===== src/rtl/flowchk_table.sv =====
module flowchk_table #(
    parameter int DEPTH = 32,
    parameter int SIG_W = 16,
    parameter int TMR_W = 16,
    localparam int PTR_W = $clog2(DEPTH)
) (
    input  logic             clk,
    input  logic             rst_n,
    input  logic             lock,
    input  logic             wr_en,
    input  logic [PTR_W-1:0] wr_addr,
    input  logic [SIG_W-1:0] wr_sig,
    input  logic [TMR_W-1:0] wr_lim,
    input  logic [PTR_W-1:0] rd_addr,
    output logic [SIG_W-1:0] rd_sig,
    output logic [TMR_W-1:0] rd_lim
);

    logic [DEPTH-1:0][SIG_W-1:0] sig_q;
    logic [DEPTH-1:0][TMR_W-1:0] lim_q;

    for (genvar g = 0; g < DEPTH; g++) begin : g_entry
        always_ff @(posedge clk or negedge rst_n) begin
            if (!rst_n) begin
                sig_q[g] <= '0;
                lim_q[g] <= '0;
            end else if (wr_en && !lock && (wr_addr == PTR_W'(g))) begin
                sig_q[g] <= wr_sig;
                lim_q[g] <= wr_lim;
            end
        end
    end

    assign rd_sig = sig_q[rd_addr];
    assign rd_lim = lim_q[rd_addr];

    // a locked table keeps every entry
    assert_table_locked_R8: assert property (@(posedge clk) disable iff (!rst_n)
        lock |=> ($stable(sig_q) && $stable(lim_q)));

endmodule


===== config.mk =====
export PLATFORM = sky130hd
export DESIGN_NAME = flowchk_table
export DESIGN_NICKNAME = d
export VERILOG_FILES = /design/src/rtl/flowchk_table.sv
export SDC_FILE = /design/constraint.sdc
export NUM_CORES = 1
export LEC_CHECK = 0
export BUFFER_PORTS_ARGS = -buffer_cell sky130_fd_sc_hd__buf_2
export CORE_MARGIN = 2
export CORE_UTILIZATION = 40
export DETAILED_ROUTE_END_ITERATION = 8
export SLEW_MARGIN = 5
export SYNTH_ARGS = -nofsm -noshare
export SYNTH_HDL_FRONTEND = slang
export SYNTH_SLANG_ARGS = --single-unit

===== constraint.sdc =====
create_clock -name clk -period 1.9 [get_ports clk]
set_input_delay 0.095 -clock clk [delete_from_list [all_inputs] [get_ports clk]]
set_output_delay 0.095 -clock clk [all_outputs]
set_load 0.05 [all_outputs]

==> run metrics, run 1 <==
Crit Path Max Fanout=2; vias in the first global route=30.0k; vias per inst=around 5.5; RD Place Congestion=0.757; Post-synth EDFFs=0; Yosys top cell by area=dfrtp_1; CTS Sinks=just over 1k; worst-margin pin slew=~0.8 ns; most instantiated cells after synthesis=dfrtp_1 (1,024), mux2_2 (993), mux2i_1 (512); via count=around 29k; WS Path Type=flip-flop to primary output; share of layout cells above drive strength 1=a little under half; overall power=around 56 mW; final core occ=48.6%; Die W=347 um; first-pass GRT wire length=a little under 200,000 um; Leak=around 27 nW; clk_skew=0 ns; Data required, critical path=~1.8 ns; # IOs=78; gr usage total=21.3%; RSZ-0062 raised after global routing=true; largest net degree at the start of global routing=140; row count=about 130; Highest Clock Rate=452 MHz; cell area power density=between 900 and 1000 mW/mm^2; flops & latches, synth=a little over 1k; Clock Tree Buf Depth=3; area share of the largest cell type after synthesis=54.4%; # fillers=10.1k; clk_lat worst skew=0.72 ns; critical path capture point type=primary output; Critical Path Source Type=flip-flop; Max transition margin=between 40% and 50%; die footprint=between 0.1 and 0.15 mm^2; clk root buf=clkbuf_16; clock-pin slew on the worst setup and hold paths=0.06 ns; Initial DRT Pass Iterations=5; final number of hold-violating endpoints=0; Post-Syn Area=around 0.047 mm^2; Max Slew Vio Count=0; Setup WS pre-CTS=-0.181 ns; Max VDD drop=roughly 700 uV; post-synthesis cell type count=31; status=complete, but fails checks; Final Setup Violations=32; total nets after synthesis=between 3k and 4k; Synth async-reset ratio=100%; sequential cell area fraction in the yosys report=54.4%; First DRT Iteration DRCs=about 1.7k; Hold Path Class=primary input to flip-flop; violated checks=setup timing; Num CTS Buffers=around 110; HPWL after detailed placement=around 80,000 um; Routed Antenna Nets=0; most common cell in the netlist=dfrtp_1; Tmin final=roughly 2.2 ns; DR DRC count=0; Initial Utilization=40.4%; grt ovf=0; Layout area overhead=20.3%; most used flip-flop cell after synthesis=dfrtp_1; drt wl/cell=roughly 24 um; Max-Cap Viols=0; WL final=127,000 um; WP data arrival=around 2.1 ns; Die H=between 300 and 400 um; final worst setup slack=-0.312 ns; top cells by area, synth=dfrtp_1 (54%), mux2_2 (24%), mux2i_1 (11%); initial antenna violation count=2; CTS tree=done; CTS H-tree depth=3; syn avg cell area=between 10 and 15 um^2; Ys Warns=0; final period utilization=116%; Post-Syn Instances=roughly 3.5k; I/O Buffers=77; core area=about 0.12 mm^2; fin nets=between 3k and 4k
final cells by class:
| class | instances | area [um^2] | area share (%) |
|---|---|---|---|
| Sequential cell | 1024 | 25600 | 45.2 |
| Multi-Input combinational cell | 2106 | 20900 | 36.8 |
| Timing Repair Buffer | 363 | 4500 | 7.95 |
| Clock buffer | 172 | 3320 | 5.86 |
| Tap cell | 1524 | 1910 | 3.37 |
| Clock inverter | 34 | 418 | 0.738 |
| Antenna cell | 1 | 2.50 | 0.00442 |
final timing paths:
kind	slack, ns	to	cells past startpoint	startpoint
worst max register to register	0.92	lim_q[126]	3	lim_q[126]
max in group asynchronous	0.63	sig_q[222]	3	rst_n
min in group asynchronous	0.07	sig_q[511]	3	rst_n
worst max-delay path	-0.31	rd_lim[7]	7	lim_q[119]
worst min register to register	0.49	sig_q[455]	1	sig_q[455]
worst min-delay path	0.04	sig_q[293]	2	wr_sig[5]
routing by layer:
metal	routed length, um	up-vias	global-route usage [%]	part of all wire (%)
li1	-	12851	-	-
met1	61000	15225	30.7	48
met4	2390	4	5.17	1.9
met2	59500	443	34.0	47
met5	25	-	0	0.020
met3	4290	153	2.80	3.4
stage by stage:
| step | std cells | setup TNS, ns | area, um^2 | hold slack (ns) |
|---|---|---|---|---|
| 2_1_floorplan | 3454 | 0 | 47200 | -0.201 |
| 3_3_place_gp | 5014 | -34.05 | 52100 | -0.0120 |
| 3_5_place_dp | 5014 | -35.03 | 52100 | -0.0156 |
| 4_1_cts | 5221 | -8.08 | 56600 | 0.000870 |
| 5_1_grt | 5223 | -9.30 | 56600 | 0.0521 |
| 6_report | 5224 | -6.20 | 56600 | 0.0438 |
cells in the final DEF, fill, tap and decap left out, types with 30 or more instances in the layout:
cell	count
dfrtp_1	1024
nand2_1	100
clkbuf_1	31
a22o_1	64
mux2i_1	512
buf_2	43
a22oi_1	96
buf_4	145
mux2_4	30
mux2_2	993
nand3_1	64
clkbuf_16	112
buf_12	135
nand3_2	30
a21oi_1	96
registers in the layout (all words and copies together), names as in the netlist:
| register | count |
|---|---|
| sig_q | 512 |
| lim_q | 512 |
worst max-delay path: stages, from the launching register on:
cell     delay, ns
dfrtp_1       0.37
mux2i_1       0.13
a22o_1        0.20
nor3_2        0.05
a31oi_1       0.21
buf_4         0.16
nand3_4       0.10
buf_12        0.17
kinds of logic (layout without fill, tap and decap cells):
family          after synthesis  in the layout  synth area share, %
simple gates                282            282                 2.76
buf+inv                     324            569                 3.01
flops                      1024           1024                 54.4
other cells                   0              1                    0
compound gates              288            288                 4.17
mux                        1536           1536                 35.6
timing repair:
| item | CTS | global route |
|---|---|---|
| pin swaps | 65 | 46 |
| gates resized for setup | 141 | 6 |
| setup buffers | 2 | 3 |
| endpoints found under the hold margin | 1183 | 0 |
| hold buffers | 11 | 0 |
| endpoints found under the setup margin | 32 | 32 |
where the power goes:
part,switching (mW),total (mW),internal [mW]
clock,9.06,21.9,12.8
combinational,3.68,7.83,4.15
sequential,1.41,26.1,24.7
Note: power is estimated with default switching activity, not from simulation.
==> run 2, diff against run 1 <==
--- a/config.mk
+++ b/config.mk
@@ -10,4 +10,5 @@
 export CORE_UTILIZATION = 40
 export DETAILED_ROUTE_END_ITERATION = 8
+export GPL_TIMING_DRIVEN = 0
 export SLEW_MARGIN = 5
 export SYNTH_ARGS = -nofsm -noshare
==> constraint.sdc (replaced) <==
create_clock -name clk -period 1.9 [get_ports clk]
set_input_delay 0 -clock clk [delete_from_list [all_inputs] [get_ports clk]]
set_output_delay 0 -clock clk [all_outputs]
set_load 0.05 [all_outputs]
==> run 2 against run 1 <==
The flow finishes with violations (hold timing, setup timing). Fmax rose by 3.6%. Final cell count up 2.0%. Clock power is essentially flat. Hold slack worse by 0.24 ns. Flip-flop and latch count stayed put. Critical endpoint is now rd_sig[11]. Largest power group unchanged. Highest routed layer unchanged.
==> run metrics, run 2 (same netlist as run 1, synthesis figures left out) <==
status=complete, but fails checks; violated checks=hold timing, setup timing; final number of hold-violating endpoints=136 (+136); initial antenna violation count=7 (+5); vias per inst=5.67 (+3.2%); Highest Clock Rate=468 MHz (+3.6%); Critical Path Source Type=flip-flop; row count=125 (unchanged); Final Setup Violations=45 (+41%); most common cell after layout, fill and taps aside=dfrtp_1; Clock Tree Buf Depth=3 (unchanged); WP data arrival=2.13 ns (about the same); fin nets=3,763 (+3.0%); Hold-fix buffers, CTS=53 (+42); Die H=347 um (unchanged); final std cells w/o fill=5,330 (+2.0%); Regs by FF count=lim_q (512), sig_q (512); Routed Antenna Nets=0 (unchanged); Die W=347 um (unchanged); First DRT Iteration DRCs=2,198 (+28%); worst-margin pin slew=1.15 ns (+0.342 ns); RSZ-0062 raised after global routing=true; Max Slew Vio Count=0 (unchanged); Layout area overhead=17.9%; via count=30.2k (+5.3%); die footprint=0.120 mm^2 (unchanged); clk_lat worst skew=0.71 ns (about the same); vias in the first global route=31.2k (+3.7%); Placed Cells=5,060 (+0.92%); drt wl/cell=27.6 um (+13%); RD Place Congestion=0.840 (+11%); CTS tree=done; gr usage total=24.4% (+3.1 points); DR DRC count=0 (unchanged); # IOs=78 (unchanged); Crit Path Max Fanout=2 (unchanged); most frequent cells in the layout=dfrtp_1 (1,024), mux2_2 (993), mux2i_1 (512); core area=0.117 mm^2 (unchanged); final worst setup slack=-0.235 ns (+0.0779 ns); Setup WS pre-CTS=-1.70 ns (-1.52 ns); Num CTS Buffers=109 (-2.7%); I/O Buffers=74 (-3.9%); Initial DRT Pass Iterations=7 (+2); critical path capture point type=primary output; clk_skew=0 ns (unchanged); first-pass GRT wire length=217,000 um (+11%); CTS Sinks=1,024 (unchanged); Max-Cap Viols=0 (unchanged); HPWL after detailed placement=98,900 um (+24%); CTS H-tree depth=3 (unchanged); share of layout cells above drive strength 1=41.7% (-3.4 points); final period utilization=112% (-4.1 points); Initial Utilization=40.4% (unchanged); cell area power density=1010 mW/mm^2 (+2.3%); final core occ=47.6% (-1.0 points); Data required, critical path=1.90 ns (+0.10 ns); overall power=56.0 mW (+0.23%); WL final=147,000 um (+16%); grt ovf=0 (unchanged); Max transition margin=23.7% (-23 points); Hold WS=-0.198 ns (-0.242 ns); Max VDD drop=807 uV (+15%); Setup TNS Final=-5.36 ns (+0.844 ns); Leak=27.0 nW (-1.6%); clk root buf=clkbuf_16; WS Path Type=flip-flop to primary output; clock-pin slew on the worst setup and hold paths=0.06 ns (about the same); Hold Path Class=primary input to async pin; largest net degree at the start of global routing=103 (-26%); Tmin final=2.13 ns (-0.0779 ns)
## run 2: area by class of cell
| class | instances | area [um^2] |
|---|---|---|
| fill | 10305 | 61000 |
| buffer | 323 | 1700 |
| clock inverter | 29 | 345 |
| multi-input combinational | 2106 | 20800 |
| sequential | 1024 | 25600 |
| tap | 1524 | 1910 |
| antenna | 5 | 12.5 |
| clock buffer | 166 | 3310 |
| timing repair buffer | 153 | 1800 |
## run 2: what timing repair did
action                                  in CTS  in global routing
endpoints found under the setup margin     661                641
resized for setup                          294                 82
pin swaps                                   48                 32
gates cloned                                 6                  3
endpoints found under the hold margin      398                136
buffers inserted                             2                  7
## run 2: final timing paths
kind / to / slack, ns / depth (start not counted) / from
min: sig_q[341] / -0.20 / 7 / rst_n
max reg2reg: lim_q[113] / 0.91 / 3 / lim_q[113]
max in group asynchronous: lim_q[250] / 0.34 / 11 / rst_n
min in group clk: sig_q[463] / 0.01 / 3 / wr_addr[2]
min reg2reg: sig_q[455] / 0.49 / 1 / sig_q[455]
max: rd_sig[11] / -0.23 / 6 / sig_q[11]
## run 2: routing by layer
| layer | GRT usage [%] | vias to the layer above | routed length [um] |
|---|---|---|---|
| li1 | - | 13068 | - |
| met1 | 35.0 | 16170 | 68700 |
| met2 | 37.8 | 747 | 67000 |
| met3 | 4.01 | 219 | 6960 |
| met4 | 7.38 | 2 | 4620 |
| met5 | 0 | - | 13 |
## run 2: power breakdown
group | internal [mW] | switching, mW | total, mW
Clock | 12.7 | 9.12 | 21.8
Combinational | 3.99 | 4.08 | 8.06
Sequential | 24.7 | 1.42 | 26.1
## run 2: critical path, stage by stage (launching register included)
cell     delay, ns
dfrtp_1       0.35
mux2i_1       0.07
a22o_1        0.28
nor3_4        0.33
a31oi_4       0.08
nand3_2       0.15
buf_8         0.16
## run 2: per-stage QoR
| step | instance area [um^2] | hold WS, ns |
|---|---|---|
| after floorplan | 47100 | -0.296 |
| after global placement | 49300 | 0.293 |
| after detailed placement | 49600 | -0.101 |
| after CTS | 55100 | -0.195 |
| after global routing | 55500 | -0.179 |
| final | 55500 | -0.198 |
